--- config.mk ---
export PLATFORM = sky130hd
export DESIGN_NAME = conv_seq_top
export DESIGN_NICKNAME = d
export VERILOG_FILES = /design/src/rtl/conv_seq_pkg.sv /design/src/rtl/cs_start_sync.sv /design/src/rtl/cs_phase_timer.sv /design/src/rtl/cs_fsm.sv /design/src/rtl/cs_result_reg.sv /design/src/rtl/conv_seq_top.sv
export SDC_FILE = /design/constraint.sdc
export NUM_CORES = 1
export LEC_CHECK = 0
export ABC_AREA = 1
export CAP_MARGIN = 20
export CORE_MARGIN = 8
export CORE_UTILIZATION = 44
export CTS_CLUSTER_DIAMETER = 100
export DETAILED_ROUTE_END_ITERATION = 16
export PLACE_DENSITY = 0.78
export SYNTH_ARGS = -nofsm -noshare
export SYNTH_HDL_FRONTEND = slang
export SYNTH_SLANG_ARGS = --single-unit
--- constraint.sdc ---
create_clock -name clk_i -period 2 [get_ports clk_i]
set_clock_uncertainty 0.1 [all_clocks]
set_input_delay 0.5 -clock clk_i [delete_from_list [all_inputs] [get_ports clk_i]]
set_output_delay 0.5 -clock clk_i [all_outputs]
set_load 0.05 [all_outputs]
--- src/rtl/conv_seq_pkg.sv ---
package conv_seq_pkg;

    typedef enum logic [2:0] {
        ST_ACQUIRE    = 3'd0,
        ST_WAIT_START = 3'd1,
        ST_CONVERT    = 3'd2,
        ST_LATCH      = 3'd3,
        ST_POWERDOWN  = 3'd4
    } seq_state_t;

endpackage

--- src/rtl/cs_start_sync.sv ---
module cs_start_sync #(
    parameter int STAGES = 2
) (
    input  logic clk_i,
    input  logic rst_i,
    input  logic start_i,
    output logic level_o,
    output logic fall_o
);
    // chain[0..STAGES-1] synchronise, chain[STAGES] holds the previous level
    logic [STAGES:0] chain_q;

    always_ff @(posedge clk_i or posedge rst_i) begin
        if (rst_i) begin
            chain_q <= '0;
        end else begin
            chain_q <= {chain_q[STAGES-1:0], start_i};
        end
    end

    assign level_o = chain_q[STAGES-1];
    assign fall_o  = chain_q[STAGES] & ~chain_q[STAGES-1];

endmodule

--- src/rtl/cs_phase_timer.sv ---
module cs_phase_timer #(
    parameter int CW = 4
) (
    input  logic          clk_i,
    input  logic          rst_i,
    input  logic          clr_i,
    input  logic [CW-1:0] limit_i,
    output logic          last_o
);
    logic [CW-1:0] cnt_q;

    always_ff @(posedge clk_i or posedge rst_i) begin
        if (rst_i) begin
            cnt_q <= '0;
        end else if (clr_i) begin
            cnt_q <= '0;
        end else begin
            cnt_q <= cnt_q + 1'b1;
        end
    end

    assign last_o = (cnt_q == (limit_i - 1'b1));

endmodule

--- src/rtl/cs_fsm.sv ---
module cs_fsm
    import conv_seq_pkg::*;
#(
    parameter int ACQ_CYCLES  = 8,
    parameter int CONV_CYCLES = 12,
    parameter int CW          = 4
) (
    input  logic          clk_i,
    input  logic          rst_i,
    input  logic          level_i,
    input  logic          fall_i,
    input  logic          pwrdn_i,
    input  logic          last_i,
    output logic          clr_o,
    output logic [CW-1:0] limit_o,
    output logic          busy_o,
    output logic          load_o
);
    seq_state_t state_q;
    seq_state_t state_n;

    // state register
    always_ff @(posedge clk_i or posedge rst_i) begin
        if (rst_i) begin
            state_q <= ST_ACQUIRE;
        end else begin
            state_q <= state_n;
        end
    end

    // transitions
    always_comb begin
        state_n = state_q;
        unique case (state_q)
            ST_ACQUIRE: begin
                if (pwrdn_i) begin
                    state_n = ST_POWERDOWN;
                end else if (last_i) begin
                    state_n = level_i ? ST_WAIT_START : ST_CONVERT;
                end
            end
            ST_WAIT_START: begin
                if (pwrdn_i) begin
                    state_n = ST_POWERDOWN;
                end else if (fall_i) begin
                    state_n = ST_CONVERT;
                end
            end
            ST_CONVERT: begin
                if (last_i) begin
                    state_n = ST_LATCH;
                end
            end
            ST_LATCH: begin
                state_n = ST_ACQUIRE;
            end
            ST_POWERDOWN: begin
                if (!pwrdn_i) begin
                    state_n = ST_ACQUIRE;
                end
            end
            default: begin
                state_n = ST_ACQUIRE;
            end
        endcase
    end

    // outputs
    always_comb begin
        busy_o  = 1'b0;
        load_o  = 1'b0;
        limit_o = CW'(CONV_CYCLES);
        clr_o   = (state_n != state_q);
        unique case (state_q)
            ST_ACQUIRE: begin
                limit_o = CW'(ACQ_CYCLES);
            end
            ST_WAIT_START: begin
                limit_o = CW'(ACQ_CYCLES);
            end
            ST_CONVERT: begin
                busy_o = 1'b1;
            end
            ST_LATCH: begin
                busy_o = 1'b1;
                load_o = 1'b1;
            end
            ST_POWERDOWN: begin
                limit_o = CW'(ACQ_CYCLES);
            end
            default: begin
                busy_o = 1'b0;
            end
        endcase
    end

endmodule

--- src/rtl/cs_result_reg.sv ---
module cs_result_reg #(
    parameter int SAMPLE_W = 16
) (
    input  logic                clk_i,
    input  logic                rst_i,
    input  logic                load_i,
    input  logic [SAMPLE_W-1:0] sample_i,
    output logic [SAMPLE_W-1:0] data_o,
    output logic                valid_o
);
    always_ff @(posedge clk_i or posedge rst_i) begin
        if (rst_i) begin
            data_o  <= '0;
            valid_o <= 1'b0;
        end else begin
            valid_o <= load_i;
            if (load_i) begin
                data_o <= sample_i;
            end
        end
    end

endmodule

--- src/rtl/conv_seq_top.sv ---
module conv_seq_top #(
    parameter int ACQ_CYCLES  = 8,
    parameter int CONV_CYCLES = 12,
    parameter int SAMPLE_W    = 16,
    parameter int SYNC_STAGES = 2
) (
    input  logic                clk_i,
    input  logic                rst_i,
    input  logic                start_i,
    input  logic                pwrdn_i,
    input  logic [SAMPLE_W-1:0] sample_i,
    output logic                busy_o,
    output logic                load_o,
    output logic                ready_o,
    output logic [SAMPLE_W-1:0] result_o
);
    localparam int MAX_LEN = (ACQ_CYCLES > CONV_CYCLES) ? ACQ_CYCLES : CONV_CYCLES;
    localparam int CW      = $clog2(MAX_LEN + 1);

    logic          start_level;
    logic          start_fall;
    logic          timer_clr;
    logic          timer_last;
    logic [CW-1:0] timer_limit;

    cs_start_sync #(.STAGES(SYNC_STAGES)) i_sync (
        .clk_i   (clk_i),
        .rst_i   (rst_i),
        .start_i (start_i),
        .level_o (start_level),
        .fall_o  (start_fall)
    );

    cs_phase_timer #(.CW(CW)) i_timer (
        .clk_i   (clk_i),
        .rst_i   (rst_i),
        .clr_i   (timer_clr),
        .limit_i (timer_limit),
        .last_o  (timer_last)
    );

    cs_fsm #(
        .ACQ_CYCLES  (ACQ_CYCLES),
        .CONV_CYCLES (CONV_CYCLES),
        .CW          (CW)
    ) i_fsm (
        .clk_i   (clk_i),
        .rst_i   (rst_i),
        .level_i (start_level),
        .fall_i  (start_fall),
        .pwrdn_i (pwrdn_i),
        .last_i  (timer_last),
        .clr_o   (timer_clr),
        .limit_o (timer_limit),
        .busy_o  (busy_o),
        .load_o  (load_o)
    );

    cs_result_reg #(.SAMPLE_W(SAMPLE_W)) i_result (
        .clk_i    (clk_i),
        .rst_i    (rst_i),
        .load_i   (load_o),
        .sample_i (sample_i),
        .data_o   (result_o),
        .valid_o  (ready_o)
    );

endmodule

# Word level (Yosys, flattened, before mapping)
# Cells that the tools add are included.
# totals
regBits	27
latchBits	0
ramBits	0
rom_bits	0
in_bits	20
output_inout_bits	19
word_cells	30
n_memories	0
# classes
n_addsub	2
multipliers	0
div_mod_pow	0
n_lt_le_gt_ge	0
n_eq_ne	6
shifts	0
n_mux	12
bitwise	2
reduce_logical	3
# op_table
operator	n
3-bit two-way mux	7
3-bit one-hot mux with 4 select lines	1
3-bit by 2-bit equality test with 1-bit output, second input constant	2
4-bit by 1-bit adder with 4-bit output, second input constant	1
4-bit equality test	1
4-bit two-way mux	1
4-bit by 1-bit subtractor with 4-bit output, second input constant	1
3-bit by 1-bit equality test with 1-bit output, second input constant	1
3-bit equality test, second input constant	1
3-bit zero test	1
3-bit inequality test	1
3-bit OR reduction	1
1-bit two-way mux	2
2-bit two-way mux	1
2-bit OR reduction	1
1-bit bitwise AND	1
1-bit inverter	1

# Longest topological paths before layout
# Gate-level depths: netlist (run 1).
# depth
word_depth	10
depth_mapped	12

# By module
# From an unflattened synthesis (run 1), not the netlist that was laid out.
# hier_totals
hier_cells	172
area_unflattened_um2	1351.3
# modules_own_cells
mod	instances	cells_each	area_each_um2	seq_area_each_um2
cs_result_reg	1	70	673.1	425.4
cs_phase_timer	1	50	305.3	100.1
cs_fsm	1	46	284.0	75.1
cs_start_sync	1	6	88.8	75.1

# Worst setup path after synthesis (run 1)
# OpenSTA, ideal clock, no wires.
# synth_timing
kind	register to output
from	register i_fsm.state_q[2]
to	output load_o
arrival_time_ns	1.481
slack_ns	-0.081
stages_incl_launch_ff	5
cell_sequence	dfrtp_1 -> nor2_2 -> nand2_2 -> inv_2 -> buf_4
# synth_between
elab_chain_len	2
# synth_lines
element	line_no	source
from (decl)	cs_fsm.sv:19	seq_state_t state_q;
from (signal assigned)	cs_fsm.sv:27	state_q <= state_n;
3-bit by 2-bit equality test with 1-bit output	cs_fsm.sv:74	unique case (state_q)
1-bit two-way mux	cs_fsm.sv:74	
to (decl)	conv_seq_top.sv:13	output logic load_o,
# No other way between the ends.

# Final worst setup path (run 1)
# Ends and elaborated chain as after synthesis.

==> impl_metrics.prom, run 1 <==
# TYPE chip_impl_metric gauge
chip_impl_metric{name="worst_slew_slack_as_a_fraction_of_its_limit",unit="%"} 77.63
chip_impl_metric{name="design.die.area",unit="µm²"} 4438
chip_impl_metric{name="number_of_global_route_vias_before_repair",unit=""} 998
chip_impl_metric{name="global_route_wire_length_before_repair",unit="µm"} 4215
chip_impl_metric{name="wl_per_cell",unit="µm"} 12.59
chip_impl_metric{name="critical_path.n_buffers_inverters",unit=""} 2
chip_impl_metric{name="path_clk_slew",unit="ns"} 0.14
chip_impl_metric{name="final_min_period_over_clock_period",unit="%"} 93.11
chip_impl_info{name="holdPathEnd",value="i_sync.chain_q[1]$_DFF_PP0_"} 1
chip_impl_metric{name="netlist-cell-type-count",unit=""} 19
chip_impl_metric{name="post_cts.repair.setup_buffers",unit=""} 0
chip_impl_metric{name="final_layout_size_suffix_gt1_share",unit="%"} 20.81
chip_impl_metric{name="insertedDiodeCount",unit=""} 0
chip_impl_info{name="cp-end-kind",value="primary output"} 1
chip_impl_info{name="tritoncts",value="yes"} 1
chip_impl_metric{name="post-route-worst-setup-slack",unit="ns"} 0.1378
chip_impl_metric{name="row_count",unit=""} 18
chip_impl_metric{name="core_region_area",unit="µm²"} 2455
chip_impl_metric{name="htree_levels",unit=""} 1
chip_impl_metric{name="preCtsSetupSlack",unit="ns"} 0.1762
chip_impl_metric{name="ir_worst_vdd",unit="µV"} 502.4
chip_impl_metric{name="route.detailed.drc",unit=""} 0
chip_impl_metric{name="worst-endpoint-required",unit="ns"} 1.40
chip_impl_metric{name="drt-initial-drc-count",unit=""} 40
chip_impl_info{name="hold_path_class",value="reg2reg"} 1
chip_impl_info{name="crit_path_top_delay_cell",value="sky130_fd_sc_hd__dfrtp_1"} 1
chip_impl_metric{name="seq_area_frac_synth",unit="%"} 59.93
chip_impl_metric{name="io_pins",unit=""} 39
chip_impl_metric{name="globalplace.congestion",unit=""} 0.8840
chip_impl_metric{name="cts_sinks",unit=""} 27
chip_impl_metric{name="area_delta_synth_final",unit="%"} 38.96
chip_impl_metric{name="worst-r2r-setup-slack",unit="ns"} 0.32
chip_impl_metric{name="worst_hold_slack",unit="ns"} 0.2796
chip_impl_metric{name="initial_utilization",unit="%"} 45.92
chip_impl_metric{name="postRouteAntennaNets",unit=""} 0
chip_impl_metric{name="grt_util_all_layers",unit="%"} 12.04
chip_impl_metric{name="total_count_of_max_transition_violations_in_the_final_report",unit=""} 0
chip_impl_metric{name="die_height",unit="µm"} 66.62
chip_impl_metric{name="max_freq",unit="GHz"} 0.5370
chip_impl_metric{name="timing.final.setup_violations",unit=""} 0
chip_impl_metric{name="clock_path_buffers",unit=""} 2
chip_impl_metric{name="cp_slowest_stage_delay",unit="ns"} 0.46
chip_impl_metric{name="netlist_instances",unit=""} 130
chip_impl_metric{name="hold_viol",unit=""} 0
chip_impl_metric{name="slew_of_the_pin_with_the_lowest_slew_margin",unit="ns"} 0.3355
chip_impl_info{name="cts.root.buffer_cell",value="sky130_fd_sc_hd__clkbuf_4"} 1
chip_impl_metric{name="route.detailed.vias_per_inst",unit=""} 4.823
chip_impl_info{name="cell_breakdown_of_the_critical_path",value="nor2_4 > nand2_2 > inv_2 > buf_12"} 1
chip_impl_metric{name="synth_nets",unit=""} 151
chip_impl_metric{name="cellPowerDensity",unit="nW/µm²"} 719.1
chip_impl_info{name="critical_path_class",value="reg2out"} 1
chip_impl_metric{name="worstRegToRegCells",unit=""} 12
chip_impl_metric{name="syn_area",unit="µm²"} 1127
chip_impl_metric{name="cts_made_buffers",unit=""} 3
chip_impl_metric{name="grt-ovfl-total",unit=""} 0
chip_impl_metric{name="cts.hold.buffers_added",unit=""} 0
chip_impl_info{name="critical_path.reg2reg.endpoint",value="i_timer.cnt_q[2]$_DFF_PP0_"} 1
chip_impl_metric{name="vias_after_detailed_routing",unit=""} 979
chip_impl_metric{name="timing.critical_path.arrival",unit="ns"} 1.26
chip_impl_metric{name="cts_resized",unit=""} 0
chip_impl_info{name="outcome",value="complete, no violations"} 1
chip_impl_info{name="cpLargestDelayFamily",value="flip-flops"} 1
chip_impl_metric{name="filler_cell_count",unit=""} 211
chip_impl_metric{name="critPathMaxFanout",unit=""} 4
chip_impl_metric{name="yosys_warnings",unit=""} 0
chip_impl_info{name="timing.rr.start",value="i_timer.cnt_q[0]$_DFF_PP0_"} 1
chip_impl_metric{name="worst_hold_path.num_cells",unit=""} 0
chip_impl_info{name="hp-start",value="i_sync.chain_q[0]$_DFF_PP0_"} 1
chip_impl_metric{name="final_nets",unit=""} 195
chip_impl_metric{name="total_leakage_power",unit="nW"} 0.7999
chip_impl_metric{name="worst_skew_pair.late_latency",unit="ns"} 0.32
chip_impl_metric{name="maxCapViolCount",unit=""} 0
chip_impl_metric{name="wirelength",unit="µm"} 2556
chip_impl_metric{name="io_buffers",unit=""} 38
chip_impl_info{name="critical_path.startpoint_type",value="register"} 1
chip_impl_metric{name="finalSetupTns",unit="ns"} 0
chip_impl_metric{name="initial_antenna_violation_count",unit=""} 0
chip_impl_metric{name="synth_area_per_cell",unit="µm²"} 8.672
chip_impl_info{name="grt_setup_unrepaired",value="no"} 1
chip_impl_metric{name="hpwlAfterDp",unit="µm"} 2036
chip_impl_metric{name="drt_pre_antenna_iters",unit=""} 4
chip_impl_metric{name="post-layout-total-power",unit="mW"} 1.126
chip_impl_metric{name="register_bit_count_reported_by_yosys",unit=""} 27
chip_impl_metric{name="grt_start_max_net_pins",unit=""} 28
chip_impl_metric{name="chipWidth",unit="µm"} 66.62
chip_impl_metric{name="period_needed",unit="ns"} 1.862
stage by stage:
stage	std cells	utilization, %	area, µm²
after floorplan	130	-	1132
after global placement	199	62.69	1539
after detailed placement	199	62.69	1539
after CTS	203	63.81	1567
after global routing	203	63.81	1567
final	203	63.81	1567
state kept, by name, indices dropped and copies added, names as in the netlist:
name              cells
i_result.data_o      16
i_timer.cnt_q         4
i_fsm.state_q         3
i_sync.chain_q        3
i_result.valid_o      1
synthesized netlist by cell type:
master                     number  area [µm²]
sky130_fd_sc_hd__inv_2          2       7.510
sky130_fd_sc_hd__xor2_1         1       8.760
sky130_fd_sc_hd__clkbuf_1       1       3.750
sky130_fd_sc_hd__nand2_1       60       225.2
sky130_fd_sc_hd__nor2_2         2       12.51
sky130_fd_sc_hd__o211ai_1       1       7.510
sky130_fd_sc_hd__nand2_2        5       31.28
sky130_fd_sc_hd__xnor2_1        1       8.760
sky130_fd_sc_hd__or2_1          1       6.260
sky130_fd_sc_hd__inv_1          9       33.78
sky130_fd_sc_hd__nand3_1        4       20.02
sky130_fd_sc_hd__nand3_2        1       10.01
sky130_fd_sc_hd__a21oi_1        1       5.000
sky130_fd_sc_hd__buf_4          1       7.510
sky130_fd_sc_hd__ha_1           1       12.51
sky130_fd_sc_hd__o21ai_0        1       5.000
sky130_fd_sc_hd__nor2_1         9       33.78
sky130_fd_sc_hd__dfrtp_1       27       675.7
sky130_fd_sc_hd__nand4_1        2       12.51
final cells by class:
class                   count  area, µm²  share of cell area [%]
clock buffers               3      22.52                   1.438
multi-input cells          90      404.1                   25.80
clock inverters             1      5.005                  0.3195
inverters                  11      41.29                   2.636
flip-flops and latches     27      675.6                   43.13
well taps                  30      37.54                   2.396
repair buffers             41      380.4                   24.28
worst register-to-register path, delay by kind of cell, from the launching register on:
family / cells / cell delay (ns)
DFF: 1 / 0.40
AOI/OAI and AO/OA: 1 / 0.20
adders and majority gates: 1 / 0.19
buffers and inverters: 1 / 0.05
and+or+nand+nor: 9 / 0.65
layer usage:
metal | global-route usage (%) | vias up | routed length (µm)
met2 | 19.59 | 37 | 1217
met5 | 0 | - | 0
li1 | - | 482 | -
met1 | 12.99 | 458 | 1021
met4 | 4.000 | 0 | 19
met3 | 6.544 | 2 | 297
how the worst max path moves through the flow:
| stage | start | to | slack (ns) | depth (start not counted) |
|---|---|---|---|---|
| after floorplan | i_fsm.state_q[2]$_DFF_PP0_ | load_o | 0.13 | 4 |
| final | i_fsm.state_q[2]$_DFF_PP0_ | load_o | 0.14 | 4 |
| after detailed placement | pwrdn_i | i_timer.cnt_q[2]$_DFF_PP0_ | 0.18 | 7 |
| after global placement | pwrdn_i | i_timer.cnt_q[0]$_DFF_PP0_ | 0.24 | 7 |
| after CTS | i_fsm.state_q[2]$_DFF_PP0_ | load_o | 0.13 | 4 |
| after global routing | i_fsm.state_q[2]$_DFF_PP0_ | load_o | 0.05 | 4 |
where the power goes:
group | internal (mW) | leakage [nW] | switching (mW)
combinational | 0.107 | 0.465 | 0.163
clock | 0.0749 | 0.0177 | 0.154
sequential | 0.593 | 0.317 | 0.0345
cells in the final DEF, fill, tap and decap left out:
master / count
sky130_fd_sc_hd__nand3_2: 1
sky130_fd_sc_hd__a21oi_1: 1
sky130_fd_sc_hd__or2_1: 1
sky130_fd_sc_hd__o211ai_1: 1
sky130_fd_sc_hd__o21ai_0: 1
sky130_fd_sc_hd__nand2_2: 5
sky130_fd_sc_hd__nor2_2: 1
sky130_fd_sc_hd__nand2_1: 60
sky130_fd_sc_hd__inv_1: 9
sky130_fd_sc_hd__dfrtp_1: 27
sky130_fd_sc_hd__clkbuf_4: 3
sky130_fd_sc_hd__inv_2: 2
sky130_fd_sc_hd__clkdlybuf4s50_1: 19
sky130_fd_sc_hd__ha_1: 1
sky130_fd_sc_hd__nand3_1: 4
sky130_fd_sc_hd__clkinv_2: 1
sky130_fd_sc_hd__buf_4: 20
sky130_fd_sc_hd__nor2_4: 1
sky130_fd_sc_hd__buf_12: 2
sky130_fd_sc_hd__xor2_1: 1
sky130_fd_sc_hd__nor2_1: 9
sky130_fd_sc_hd__xnor2_1: 1
sky130_fd_sc_hd__nand4_1: 2
logic make-up (layout without fill, tap and decap cells):
logic type,Yosys count,after routing,synth area share [%]
xor+xnor,2,2,1.554
fa+ha+maj,1,1,1.110
flops,27,27,59.93
compound gates,3,3,1.553
simple gates,84,84,31.19
buf+inv,13,56,4.661
Note: power is estimated with default switching activity, not from simulation.
==> run 2: changes to the inputs <==
CORE_ASPECT_RATIO = 0.75   (was default)
==> impl_metrics.prom, run 2 (synthesized netlist as in run 1, its figures left out) <==
# TYPE chip_impl_metric gauge
chip_impl_metric{name="grt_start_max_net_pins",unit=""} 18
chip_impl_info{name="timing.rr.start",value="i_timer.cnt_q[0]$_DFF_PP0_"} 1
chip_impl_metric{name="postRouteAntennaNets",unit=""} 0
chip_impl_metric{name="hpwlAfterDp",unit="µm"} 1991
chip_impl_info{name="worstSetupStartpoint",value="i_fsm.state_q[2]$_DFF_PP0_"} 1
chip_impl_info{name="critical_path.startpoint_type",value="register"} 1
chip_impl_metric{name="worstRegToRegCells",unit=""} 12
chip_impl_metric{name="io_buffers",unit=""} 38
chip_impl_metric{name="row_count",unit=""} 16
chip_impl_metric{name="post-layout-total-power",unit="mW"} 1.132
chip_impl_metric{name="total_switching_power",unit="mW"} 0.3540
chip_impl_metric{name="post_cts.repair.setup_buffers",unit=""} 0
chip_impl_metric{name="worst_skew_pair.late_latency",unit="ns"} 0.32
chip_impl_metric{name="maxCapViolCount",unit=""} 0
chip_impl_metric{name="final_nets",unit=""} 196
chip_impl_metric{name="grt-ovfl-total",unit=""} 0
chip_impl_info{name="worstSetupEndpoint",value="load_o"} 1
chip_impl_metric{name="timing.critical_path.arrival",unit="ns"} 1.27
chip_impl_metric{name="finalSetupTns",unit="ns"} 0
chip_impl_metric{name="insertedDiodeCount",unit=""} 0
chip_impl_metric{name="cts_sinks",unit=""} 27
chip_impl_metric{name="die_height",unit="µm"} 59.84
chip_impl_metric{name="relative_contribution_of_sequential_cells_to_total_power",unit="%"} 55.3
chip_impl_metric{name="period_needed",unit="ns"} 1.871
chip_impl_metric{name="io_pins",unit=""} 39
chip_impl_metric{name="postPlaceCellArea",unit="µm²"} 1554
chip_impl_info{name="outcome",value="complete, no violations"} 1
chip_impl_metric{name="timing.final.setup_violations",unit=""} 0
chip_impl_info{name="grt_setup_unrepaired",value="no"} 1
chip_impl_metric{name="wirelength",unit="µm"} 2473
chip_impl_metric{name="worst-endpoint-required",unit="ns"} 1.40
chip_impl_info{name="critical_path.reg2reg.endpoint",value="i_timer.cnt_q[3]$_DFF_PP0_"} 1
chip_impl_metric{name="p_int",unit="mW"} 0.7783
chip_impl_info{name="critical_path_class",value="reg2out"} 1
chip_impl_metric{name="route.detailed.drc",unit=""} 0
chip_impl_metric{name="max_freq",unit="GHz"} 0.5344
chip_impl_metric{name="route.detailed.vias_per_inst",unit=""} 4.543
chip_impl_metric{name="finish.instance_area",unit="µm²"} 1584
chip_impl_info{name="hold_path_class",value="reg2reg"} 1
chip_impl_info{name="cp-end-kind",value="primary output"} 1
chip_impl_metric{name="global_route_wire_length_before_repair",unit="µm"} 4360
chip_impl_metric{name="cts_made_buffers",unit=""} 3
chip_impl_info{name="mostFrequentLayoutCells",value="60 x sky130_fd_sc_hd__nand2_1, 27 x sky130_fd_sc_hd__dfrtp_1, 21 x sky130_fd_sc_hd__buf_4"} 1
chip_impl_metric{name="chipWidth",unit="µm"} 74.45
chip_impl_metric{name="vias_after_detailed_routing",unit=""} 954
chip_impl_info{name="mostFrequentLayoutCell",value="sky130_fd_sc_hd__nand2_1"} 1
chip_impl_metric{name="filler_cell_count",unit=""} 228
chip_impl_metric{name="wl_per_cell",unit="µm"} 11.78
chip_impl_metric{name="largest_register_ffs",unit=""} 16
chip_impl_metric{name="cts_resized",unit=""} 0
chip_impl_metric{name="htree_levels",unit=""} 1
chip_impl_metric{name="area_delta_synth_final",unit="%"} 40.51
chip_impl_metric{name="initial_antenna_violation_count",unit=""} 0
chip_impl_metric{name="critPathMaxFanout",unit=""} 4
chip_impl_info{name="tritoncts",value="yes"} 1
chip_impl_metric{name="pwr-share-clk",unit="%"} 20.6
chip_impl_metric{name="core_region_area",unit="µm²"} 2522
chip_impl_metric{name="total_leakage_power",unit="nW"} 0.8010
chip_impl_metric{name="worst_slew_slack_as_a_fraction_of_its_limit",unit="%"} 74.32
chip_impl_metric{name="drt_pre_antenna_iters",unit=""} 4
chip_impl_metric{name="cellPowerDensity",unit="nW/µm²"} 714.8
chip_impl_metric{name="clock_path_buffers",unit=""} 2
chip_impl_metric{name="drt-initial-drc-count",unit=""} 49
chip_impl_metric{name="total_count_of_max_transition_violations_in_the_final_report",unit=""} 0
chip_impl_metric{name="number_of_global_route_vias_before_repair",unit=""} 987
chip_impl_metric{name="switching_share",unit="%"} 31.26
chip_impl_metric{name="worst_hold_slack",unit="ns"} 0.2645
chip_impl_metric{name="globalplace.congestion",unit=""} 0.9340
chip_impl_metric{name="slew_of_the_pin_with_the_lowest_slew_margin",unit="ns"} 0.3848
chip_impl_metric{name="initial_utilization",unit="%"} 44.69
chip_impl_metric{name="cts.hold.buffers_added",unit=""} 0
chip_impl_metric{name="path_clk_slew",unit="ns"} 0.15
chip_impl_metric{name="final_layout_size_suffix_gt1_share",unit="%"} 21.26
chip_impl_metric{name="final_min_period_over_clock_period",unit="%"} 93.56
chip_impl_info{name="max_flop_register",value="i_result.data_o"} 1
chip_impl_info{name="cts.root.buffer_cell",value="sky130_fd_sc_hd__clkbuf_4"} 1
chip_impl_metric{name="grt_util_all_layers",unit="%"} 12.41
chip_impl_metric{name="ir_worst_vdd",unit="µV"} 364.0
chip_impl_metric{name="multiInputGateArea",unit="µm²"} 404.1
chip_impl_metric{name="design.die.area",unit="µm²"} 4454
chip_impl_info{name="largest_registers",value="i_result.data_o x16, i_timer.cnt_q x4"} 1
chip_impl_metric{name="ff_latch_area",unit="µm²"} 675.6
chip_impl_metric{name="combPwrFrac",unit="%"} 24.1
chip_impl_metric{name="hold_viol",unit=""} 0
chip_impl_metric{name="worst-r2r-setup-slack",unit="ns"} 0.31
==> run 2: cell count changes in the layout (fill, tap and decap cells not counted), sizes merged <==
cell	before	now
buf	22	23
clkinvlp	0	1
clkinv	1	0
==> run 2: worst min-delay path by stage <==
| stage | from | to | cells past startpoint |
|---|---|---|---|
| 4_1_cts | i_sync.chain_q[0]$_DFF_PP0_ | i_sync.chain_q[1]$_DFF_PP0_ | 0 |
| 5_1_grt | i_sync.chain_q[0]$_DFF_PP0_ | i_sync.chain_q[1]$_DFF_PP0_ | 0 |
| 6_report | i_sync.chain_q[0]$_DFF_PP0_ | i_sync.chain_q[1]$_DFF_PP0_ | 0 |
| 3_3_place_gp | i_sync.chain_q[0]$_DFF_PP0_ | i_sync.chain_q[1]$_DFF_PP0_ | 0 |
| 2_1_floorplan | i_sync.chain_q[0]$_DFF_PP0_ | i_sync.chain_q[1]$_DFF_PP0_ | 0 |
| 3_5_place_dp | i_sync.chain_q[0]$_DFF_PP0_ | i_sync.chain_q[1]$_DFF_PP0_ | 0 |
==> run 2: final cells by class <==
cell class / instances / area share [%]
timing repair buffer: 42 / 24.49
multi-input combinational: 90 / 25.51
inverter: 11 / 2.607
clock buffer: 3 / 1.422
tap: 36 / 2.844
clock inverter: 1 / 0.4739
sequential: 27 / 42.65
==> run 2: per-stage QoR <==
stage                     setup WS (ns)  cells  utilization (%)
after CTS                        0.1089    210            62.80
after detailed placement         0.1851    206            61.61
after floorplan                  0.1277    130                -
final                            0.1288    210            62.80
after global placement           0.2381    206            61.61
after global routing            0.04175    210            62.80
==> run 2: worst max-delay path: stages, from the launching register on <==
cell and delay, ns:
sky130_fd_sc_hd__dfrtp_1 0.46, sky130_fd_sc_hd__nor2_4 0.19, sky130_fd_sc_hd__nand2_2 0.08, sky130_fd_sc_hd__inv_2 0.08, sky130_fd_sc_hd__buf_12 0.14
==> run 2: per-layer routing <==
| layer | wire length [µm] | GRT usage (%) |
|---|---|---|
| met1 | 1159 | 16.00 |
| met2 | 1127 | 18.71 |
| met3 | 177 | 4.523 |
| met4 | 8 | 3.889 |
| met5 | 0 | 0 |
==> run 2: power by group through the flow <==
stage	Combinational [mW]	Clock, mW	Sequential, mW
6_report	0.273	0.233	0.627
2_1_floorplan	0.102	0	0.706
3_5_place_dp	0.275	0	0.637
5_1_grt	0.298	0.265	0.633
4_1_cts	0.276	0.244	0.627
3_3_place_gp	0.270	0	0.636
